$ cat src/rtl/addrseq_pkg.sv
package addrseq_pkg;
  localparam int ADDR_W     = 16;
  localparam int PREFIX_LEN = 5;
  localparam int STEP_W     = $clog2(PREFIX_LEN + 1);

  typedef logic [ADDR_W-1:0] addr_t;

  // ordered run of addresses; the order is what the matcher decodes
  localparam addr_t PREFIX [PREFIX_LEN] = '{16'h4E38, 16'hB1C7, 16'h83E0, 16'h7C1F, 16'h703F};
  localparam addr_t STORE_KEY  = 16'h8FC0;
  localparam addr_t RECALL_KEY = 16'h4C63;

  typedef enum logic [1:0] {OP_NONE, OP_STORE, OP_RECALL} op_e;
endpackage

$ cat src/rtl/addrseq_bus_mon.sv
module addrseq_bus_mon
  import addrseq_pkg::*;
(
  input  logic  clk,
  input  logic  rst,
  input  logic  en_n,
  input  logic  oe_n,
  input  logic  we_n,
  input  addr_t addr,
  output logic  rd_evt,
  output logic  wr_cyc
);
  logic  rd_now;
  logic  rd_prev;
  addr_t addr_prev;

  assign rd_now = !en_n && !oe_n && we_n;
  assign wr_cyc = !en_n && !we_n;
  // a held read at the same address is one access
  assign rd_evt = rd_now && (!rd_prev || (addr != addr_prev));

  always_ff @(posedge clk) begin
    if (rst) begin
      rd_prev   <= 1'b0;
      addr_prev <= '0;
    end else begin
      rd_prev   <= rd_now;
      addr_prev <= addr;
    end
  end
endmodule

$ cat src/rtl/addrseq_matcher.sv
module addrseq_matcher
  import addrseq_pkg::*;
(
  input  logic  clk,
  input  logic  rst,
  input  logic  rd_evt,
  input  logic  wr_cyc,
  input  addr_t addr,
  input  logic  busy,
  input  logic  low_volt,
  output logic  go_store,
  output logic  go_recall
);
  logic [STEP_W-1:0]   step_q, step_d;
  logic [PREFIX_LEN:0] hit;
  logic                at_final;

  genvar gi;
  generate
    for (gi = 0; gi < PREFIX_LEN; gi++) begin : g_cmp
      assign hit[gi] = (addr == PREFIX[gi]);
    end
  endgenerate
  assign hit[PREFIX_LEN] = 1'b0;

  assign at_final = (step_q == STEP_W'(PREFIX_LEN));

  always_comb begin
    step_d    = step_q;
    go_store  = 1'b0;
    go_recall = 1'b0;
    if (busy || wr_cyc) begin
      step_d = '0;
    end else if (rd_evt) begin
      if (at_final && addr == STORE_KEY && !low_volt) begin
        go_store = 1'b1;
        step_d   = '0;
      end else if (at_final && addr == RECALL_KEY) begin
        go_recall = 1'b1;
        step_d    = '0;
      end else if (!at_final && hit[step_q]) begin
        step_d = step_q + STEP_W'(1);
      end else begin
        step_d = hit[0] ? STEP_W'(1) : '0;
      end
    end
  end

  always_ff @(posedge clk) begin
    if (rst) step_q <= '0;
    else     step_q <= step_d;
  end
endmodule

$ cat src/rtl/addrseq_busy_timer.sv
module addrseq_busy_timer
  import addrseq_pkg::*;
#(
  parameter int STORE_CYCLES  = 20,
  parameter int RECALL_CYCLES = 12
) (
  input  logic clk,
  input  logic rst,
  input  logic go_store,
  input  logic go_recall,
  output logic busy,
  output logic store_start,
  output logic recall_clear,
  output logic recall_load,
  output logic op_done
);
  localparam int MAX_CYC = (STORE_CYCLES > RECALL_CYCLES) ? STORE_CYCLES : RECALL_CYCLES;
  localparam int CNT_W   = $clog2(MAX_CYC + 1);

  logic [CNT_W-1:0] cnt_q;
  op_e              kind_q;

  always_ff @(posedge clk) begin
    if (rst) begin
      busy         <= 1'b0;
      cnt_q        <= '0;
      kind_q       <= OP_NONE;
      store_start  <= 1'b0;
      recall_clear <= 1'b0;
      recall_load  <= 1'b0;
      op_done      <= 1'b0;
    end else begin
      store_start  <= 1'b0;
      recall_clear <= 1'b0;
      recall_load  <= 1'b0;
      op_done      <= 1'b0;
      if (!busy) begin
        if (go_store) begin
          busy        <= 1'b1;
          cnt_q       <= CNT_W'(STORE_CYCLES - 1);
          kind_q      <= OP_STORE;
          store_start <= 1'b1;
        end else if (go_recall) begin
          busy         <= 1'b1;
          cnt_q        <= CNT_W'(RECALL_CYCLES - 1);
          kind_q       <= OP_RECALL;
          recall_clear <= 1'b1;
        end
      end else begin
        if (cnt_q == '0) begin
          busy    <= 1'b0;
          op_done <= 1'b1;
          kind_q  <= OP_NONE;
        end else begin
          cnt_q <= cnt_q - CNT_W'(1);
        end
        // load phase follows the clear phase by one cycle
        if (kind_q == OP_RECALL && cnt_q == CNT_W'(RECALL_CYCLES - 1))
          recall_load <= 1'b1;
      end
    end
  end
endmodule

$ cat src/rtl/addrseq_write_guard.sv
module addrseq_write_guard (
  input  logic clk,
  input  logic rst,
  input  logic en_n,
  input  logic we_n,
  input  logic low_volt,
  input  logic busy,
  input  logic go,
  output logic wr_allow
);
  logic en_prev, we_prev, lock_q, lock_d;
  logic both_low, fall;

  assign both_low = !en_n && !we_n;
  assign fall     = (en_prev && !en_n) || (we_prev && !we_n);
  assign lock_d   = busy ? 1'b1 : (lock_q && both_low && !fall);

  always_ff @(posedge clk) begin
    if (rst) begin
      en_prev  <= en_n;
      we_prev  <= we_n;
      lock_q   <= 1'b1;
      wr_allow <= 1'b0;
    end else begin
      en_prev  <= en_n;
      we_prev  <= we_n;
      lock_q   <= lock_d;
      wr_allow <= !busy && !go && !low_volt && both_low && !lock_d;
    end
  end
endmodule

$ cat src/rtl/addrseq_nvctl.sv
module addrseq_nvctl
  import addrseq_pkg::*;
#(
  parameter int STORE_CYCLES  = 20,
  parameter int RECALL_CYCLES = 12
) (
  input  logic              clk,
  input  logic              rst,
  input  logic              mem_en_n,
  input  logic              mem_oe_n,
  input  logic              mem_we_n,
  input  logic [ADDR_W-1:0] mem_addr,
  input  logic              low_volt,
  output logic              busy,
  output logic              wr_allow,
  output logic              store_start,
  output logic              recall_clear,
  output logic              recall_load,
  output logic              op_done
);
  logic rd_evt, wr_cyc, go_store, go_recall;

  addrseq_bus_mon mon_i (
    .clk(clk), .rst(rst), .en_n(mem_en_n), .oe_n(mem_oe_n), .we_n(mem_we_n),
    .addr(mem_addr), .rd_evt(rd_evt), .wr_cyc(wr_cyc)
  );

  addrseq_matcher match_i (
    .clk(clk), .rst(rst), .rd_evt(rd_evt), .wr_cyc(wr_cyc), .addr(mem_addr),
    .busy(busy), .low_volt(low_volt), .go_store(go_store), .go_recall(go_recall)
  );

  addrseq_busy_timer #(.STORE_CYCLES(STORE_CYCLES), .RECALL_CYCLES(RECALL_CYCLES)) timer_i (
    .clk(clk), .rst(rst), .go_store(go_store), .go_recall(go_recall), .busy(busy),
    .store_start(store_start), .recall_clear(recall_clear), .recall_load(recall_load),
    .op_done(op_done)
  );

  addrseq_write_guard guard_i (
    .clk(clk), .rst(rst), .en_n(mem_en_n), .we_n(mem_we_n), .low_volt(low_volt),
    .busy(busy), .go(go_store || go_recall), .wr_allow(wr_allow)
  );
endmodule

$ cat config.mk
export PLATFORM = sky130hd
export DESIGN_NAME = addrseq_nvctl
export DESIGN_NICKNAME = d
export VERILOG_FILES = /design/src/rtl/addrseq_pkg.sv /design/src/rtl/addrseq_bus_mon.sv /design/src/rtl/addrseq_matcher.sv /design/src/rtl/addrseq_busy_timer.sv /design/src/rtl/addrseq_write_guard.sv /design/src/rtl/addrseq_nvctl.sv
export SDC_FILE = /design/constraint.sdc
export NUM_CORES = 1
export LEC_CHECK = 0
export CORE_MARGIN = 10
export CORE_UTILIZATION = 30
export CTS_CLUSTER_DIAMETER = 150
export CTS_CLUSTER_SIZE = 28
export DETAILED_ROUTE_END_ITERATION = 6
export SYNTH_ARGS = -nofsm -noshare
export SYNTH_HDL_FRONTEND = slang
export SYNTH_SLANG_ARGS = --single-unit
$ cat constraint.sdc
create_clock -name clk -period 4.2 [get_ports clk]
set_clock_uncertainty 0.2 [all_clocks]
set_input_delay 0.84 -clock clk [delete_from_list [all_inputs] [get_ports clk]]
set_output_delay 0.84 -clock clk [all_outputs]
set_load 0.1 [all_outputs]
# Word-level counts from Yosys, hierarchy flattened
# Index checks and enable logic that the tools add are counted.
[classes] reduce_logical=39 n_eq_ne=13 bitwise_logic=1 n_lt_le_gt_ge=1 mux=29 n_addsub=2
[ops] cell="$eq 16x15->1 const B" n=4
[ops] cell="$eq 16x16->1 const B" n=3
[ops] cell="$mux 5" n=4
[ops] cell="$logic_and 1x1->1" n=17
[ops] cell="$mux 1" n=17
[ops] cell="$ne 16x16->1" n=1
[ops] cell="$logic_not 1->1" n=10
[ops] cell="$mux 3" n=3
[ops] cell="$mux 2" n=4
[ops] cell="$reduce_or 2->1" n=3
[ops] cell="$eq 5x4->1 const B" n=1
[ops] cell="$logic_not 5->1" n=1
[ops] cell="$sub 5x1->5 const B" n=1
[ops] cell="$logic_or 1x1->1" n=4
[ops] cell="$lt 3x4->1 const B" n=1
[ops] cell="$ne 2x2->1 const B" n=2
[ops] cell="$reduce_and 2->1" n=2
[ops] cell="$add 3x1->3 const B" n=1
[ops] cell="$bmux 1 s3" n=1
[ops] cell="$eq 3x3->1 const B" n=1
[ops] cell="$reduce_bool 3->1" n=1
[ops] cell="$reduce_or 3->1" n=1
[ops] cell="$eq 2x2->1 const B" n=1
[ops] cell="$not 1->1" n=1
[word_totals] input_bits=22 regBits=36 output_inout_bits=6 elab_cells=99

# Longest topological paths before layout
[logic_depth] ltp_word=12 mapped_depth=8 ltp_nobuf=8

# By module
# A second synthesis with hierarchy kept.
[unflattened] hier_cells=190 hier_area_um2=1760.4
[modules_own_cells] mod="addrseq_bus_mon" n_inst=1 area_per_inst_um2=643.1 cells_per_inst=60 seq_area_each_um2=340.3
[modules_own_cells] mod="addrseq_busy_timer" n_inst=1 area_per_inst_um2=534.3 cells_per_inst=59 seq_area_each_um2=240.2
[modules_own_cells] mod="addrseq_matcher" n_inst=1 area_per_inst_um2=456.7 cells_per_inst=61 seq_area_each_um2=60.1
[modules_own_cells] mod="addrseq_write_guard" n_inst=1 area_per_inst_um2=120.1 cells_per_inst=9 seq_area_each_um2=80.1
[modules_own_cells] mod="addrseq_nvctl" n_inst=1 area_per_inst_um2=6.3 cells_per_inst=1 seq_area_each_um2=0.0

# Worst setup path before layout
# No wires, ideal clock.
[synth_path] kind="in2reg" startpoint="in mem_addr[12]" endpoint="reg timer_i.cnt_q[4]" path_buffers=0 arrival_time_ns=2.325 cell_stages=6 path_slack_ns=1.543 setup_time_ns=0.132 t_required_ns=3.868 path_cell_list="or3_4 > nor4b_4 > nand4_4 > a221o_1 > a22oi_1 > o32ai_1"
[synth_via] elab_chain_len=8 word_cells_on_any_way=19 cone_classes="3 x eq/ne; 9 x mux; 7 x reduce/logical"
[synth_lines] item="start: declaration" line_no="addrseq_nvctl.sv:12" source="input logic [ADDR_W-1:0] mem_addr,"
[synth_lines] item="$eq 16x15->1 / $eq 16x16->1 (equally long branches)" line_no="addrseq_matcher.sv:38, addrseq_matcher.sv:35"
[synth_lines] item="$logic_and 1x1->1 (on tied branches)" line_no="addrseq_matcher.sv:38, addrseq_matcher.sv:35"
[synth_lines] item="$mux 1 / $logic_and 1x1->1 (equally long branches)" line_no="addrseq_matcher.sv:38, addrseq_matcher.sv:35"
[synth_lines] item="$mux 1" line_no="addrseq_matcher.sv:35" source="if (at_final && addr == STORE_KEY && !low_volt) begin"
[synth_lines] item="$mux 1" line_no="addrseq_matcher.sv:34" source="end else if (rd_evt) begin"
[synth_lines] item="$mux 1" line_no="addrseq_matcher.sv:32" source="if (busy || wr_cyc) begin"
[synth_lines] item="$reduce_bool 3->1 (no source line) / $mux 5 (equally long branches)"
[synth_lines] item="$reduce_and 2->1 (no source line) / $mux 5 (equally long branches)"
[synth_lines] item="end signal: assignment" line_no="addrseq_busy_timer.sv:40" source="cnt_q <= CNT_W'(STORE_CYCLES - 1);"
[synth_lines] item="end signal: assignment" line_no="addrseq_busy_timer.sv:45" source="cnt_q <= CNT_W'(RECALL_CYCLES - 1);"
[synth_lines] item="end signal: assignment" line_no="addrseq_busy_timer.sv:55" source="cnt_q <= cnt_q - CNT_W'(1);"
[synth_lines] item="end: declaration" line_no="addrseq_busy_timer.sv:20" source="logic [CNT_W-1:0] cnt_q;"
# Several ways; a longest one is shown, not always the timed one.
# A chain may end at the register's enable or synchronous reset.

# Worst setup path in the final report
[layout_path] startpoint="in mem_addr[14]" endpoint="reg timer_i.kind_q[1]"
[layout_via] elab_chain_len=8 word_cells_on_any_way=19 cone_classes="3 x eq/ne; 9 x mux; 7 x reduce/logical"
[layout_lines] item="$eq 16x15->1 / $eq 16x16->1 (equally long branches)" line_no="addrseq_matcher.sv:38, addrseq_matcher.sv:35"
[layout_lines] item="$logic_and 1x1->1 (on tied branches)" line_no="addrseq_matcher.sv:38, addrseq_matcher.sv:35"
[layout_lines] item="$mux 1 / $logic_and 1x1->1 (equally long branches)" line_no="addrseq_matcher.sv:38, addrseq_matcher.sv:35"
[layout_lines] item="$mux 1" line_no="addrseq_matcher.sv:35"
[layout_lines] item="$mux 1" line_no="addrseq_matcher.sv:34"
[layout_lines] item="$mux 1" line_no="addrseq_matcher.sv:32"
[layout_lines] item="$reduce_bool 3->1 (no source line) / $mux 2 (equally long branches)"
[layout_lines] item="$reduce_and 2->1 (no source line) / $mux 2 (equally long branches)"
[layout_lines] item="end signal: assignment" line_no="addrseq_busy_timer.sv:27" source="kind_q <= OP_NONE;"
[layout_lines] item="end signal: assignment" line_no="addrseq_busy_timer.sv:41" source="kind_q <= OP_STORE;"
[layout_lines] item="end signal: assignment" line_no="addrseq_busy_timer.sv:46" source="kind_q <= OP_RECALL;"
[layout_lines] item="end: declaration" line_no="addrseq_busy_timer.sv:21" source="op_e kind_q;"
# Several ways; a longest one is shown, not always the timed one.

==> results.ini <==
[run_status]
status=finished, final reports clean

[global_routing]
grt_pass1_wl_um=7370
grt_pass1_vias=1512
antenna_found_initial=0
grt_max_degree=29
globalRouteTotalUtil_pct=9.26
grt_overflow=0

[place]
place.gp.congestion=0.876
port_buffers=27
post-dp-hpwl_um=3360

[run]
maxCapViolCount=0

[power_and_ir_drop]
clockPowerShare_pct=37.4
powerDensity_mw_per_mm2=306
swShare_pct=25.1
p_leak_nw=0.810
power_frac_comb_pct=11.5
p_int_mw=0.520
power_mw=0.695
p_switching_mw=0.174
ir_worst_vdd_uv=187
p_seq_share_pct=51.2

[layout]
final_nets=255
antennaDiodeCount=0
multiInputGateArea_mm2=0.00106
layout-drive-gt1-share_pct=8.73
fill_cells=594
seq_area_um2=721
utilization_pct=38.3
area_delta_synth_final_pct=24.7

[routing]
wl_per_cell_um=14.3
drtPass1Iterations=7
via_count=1523
viasPerCell=5.01
ant_nets=0
drc_errors=0
routed_wl_um=4350
drt_iter0_markers=107

[worst_setup_path]
endpoint_kind=flip-flop
reg2reg_slack_ns=1.78
cp.arrival_ns=3.17
cp_data_required_time_ns=4.18
r2r-start=mon_i.addr_prev[14]
crit_type=primary input to flip-flop
reg2reg_to=timer_i.kind_q[1]
start_kind=primary input
reg2regPathDepth=6
critPathMaxFanout=6

[synth]
seq_area_frac_synth_pct=39.6
ys_warn_count=0
synth_flop_cell=dfxtp_1
async_reset_ff_share_pct=0
syn_nets=224
ys_types=52
synth_edf_count=0
synth_cells=197
avgSynthCellArea_um2=9.23
ys_ff_latch=36
netlist_area_mm2=0.00182

[die]
initial_utilization_pct=30.7
core_region_area_mm2=0.00592
die_w_um=97.9
ioPinCount=28
die-area_mm2=0.00958
placementRows=28
die_height_um=97.9

[sta]
slew_headroom_pct=34.4
hold_viol_final=0
rsz0062_at_grt=no
finalMaxSlewViolations=0
worst_pin_slew_ns=0.981
period_needed_ns=3.19
setup_viol=0
finalCritPeriodShare_pct=75.8
timing.setup.tns_ns=0
fmax_ghz=0.314

[cts]
post_cts_buffers=0
cts.clk_slew.worst_paths_ns=0.07
cts_tree=built
clock_latency_ns=0.30
cts_buffers=5
cts-root-buf=clkbuf_8
clock-sinks=36
cts_hold_buf=0
ctsResizeCount=0
cts_buffer_depth=2
h-tree-depth=2

[min_path]
hp-start=timer_i.kind_q[1]
hold_depth=2
hold_path_class=flip-flop to flip-flop
holdPathEnd=timer_i.recall_load

through the flow:
| step | setup slack, ns | hold slack, ns | std cells | instance area (um2) |
|---|---|---|---|---|
| 6_report | 1.01 | 0.265 | 304 | 2270 |
| 4_1_cts | 1.05 | 0.263 | 304 | 2270 |
| 5_1_grt | 0.877 | 0.287 | 304 | 2270 |
| 3_3_place_gp | 0.748 | 0.243 | 296 | 2180 |
| 2_1_floorplan | 1.54 | 0.220 | 197 | 1820 |
| 3_5_place_dp | 0.790 | 0.246 | 296 | 2180 |
Yosys cell counts, types with 3 or more instances:
library cell | n | area, um2
clkbuf_1 | 4 | 15.0
a31oi_1 | 4 | 25.0
dfxtp_1 | 36 | 721
nand3_1 | 8 | 40.0
nand2_1 | 15 | 56.3
nand4_1 | 3 | 18.8
inv_1 | 7 | 26.3
nor2_1 | 15 | 56.3
xor2_1 | 9 | 78.8
nor2b_1 | 17 | 106
nor3_1 | 9 | 45.0
ha_1 | 5 | 62.6
xnor2_1 | 8 | 70.1
a21oi_1 | 7 | 35.0
o21ai_0 | 3 | 15.0
nor4_1 | 5 | 31.3
critical path: stages:
cell	delay, ns
clkdlybuf4s50_1	0.50
xnor2_1	0.33
or4b_1	0.52
nor4_1	0.38
a21o_1	0.30
nor3_1	0.11
o21bai_1	0.18
worst max-delay path by stage:
stage                  from                end  slack (ns)  depth (start not counted)
2_1_floorplan  mem_addr[12]   timer_i.cnt_q[4]        1.54                          6
3_3_place_gp   mem_addr[14]  timer_i.kind_q[1]        0.75                          7
3_5_place_dp   mem_addr[14]  timer_i.kind_q[1]        0.79                          7
4_1_cts        mem_addr[14]  timer_i.kind_q[1]        1.05                          7
5_1_grt        mem_addr[14]  timer_i.kind_q[1]        0.88                          7
6_report       mem_addr[14]  timer_i.kind_q[1]        1.01                          7
registers in the layout, indices dropped and copies added (netlist names), 2 cells and up:
name,cells
mon_i.addr_prev,16
timer_i.cnt_q,5
match_i.step_q,3
timer_i.kind_q,2
layout make-up:
cell class / instances / area share, %
Multi-Input combinational cell: 150 / 46.6
Timing Repair Buffer: 28 / 12.2
Clock inverter: 2 / 0.441
Clock buffer: 6 / 3.64
Sequential cell: 36 / 31.8
Inverter: 7 / 1.16
Tap cell: 75 / 4.14
logic make-up after synthesis:
| kind of cell | after synthesis | synth area share, % |
|---|---|---|
| AO/OA/AOI/OAI | 32 | 13.4 |
| AND/OR/NAND/NOR | 96 | 33.1 |
| buffers and inverters | 11 | 2.27 |
| XOR/XNOR | 17 | 8.18 |
| adder cells (fa/ha/maj) | 5 | 3.44 |
| flip-flops | 36 | 39.6 |
power by group through the flow:
stage | registers (mW) | clock network, mW | logic, mW
6_report | 0.355 | 0.260 | 0.0798
3_5_place_dp | 0.363 | 0 | 0.0792
4_1_cts | 0.355 | 0.267 | 0.0798
3_3_place_gp | 0.363 | 0 | 0.0789
5_1_grt | 0.356 | 0.280 | 0.0870
2_1_floorplan | 0.365 | 0 | 0.0374
cells in the final DEF, fill, tap and decap left out, drive strengths merged, types with 5 or more instances in the layout:
cell,instances
nor2b,17
nor3,9
nor4,6
nor2,16
inv,7
nand3,8
nand2,15
clkbuf,6
dfxtp,36
ha,5
xnor2,8
xor2,9
a21oi,7
clkdlybuf4s50,27
routing by layer:
layer  vias to the layer above  track usage, %  routed length [um]
met4                         0            4.70                  90
met3                         6            2.26                 280
met5                         -               0                   0
met1                       699            11.9                2040
met2                        48            14.0                1940
li1                        770               -                   -
Note: power is estimated with default switching activity, not from simulation.
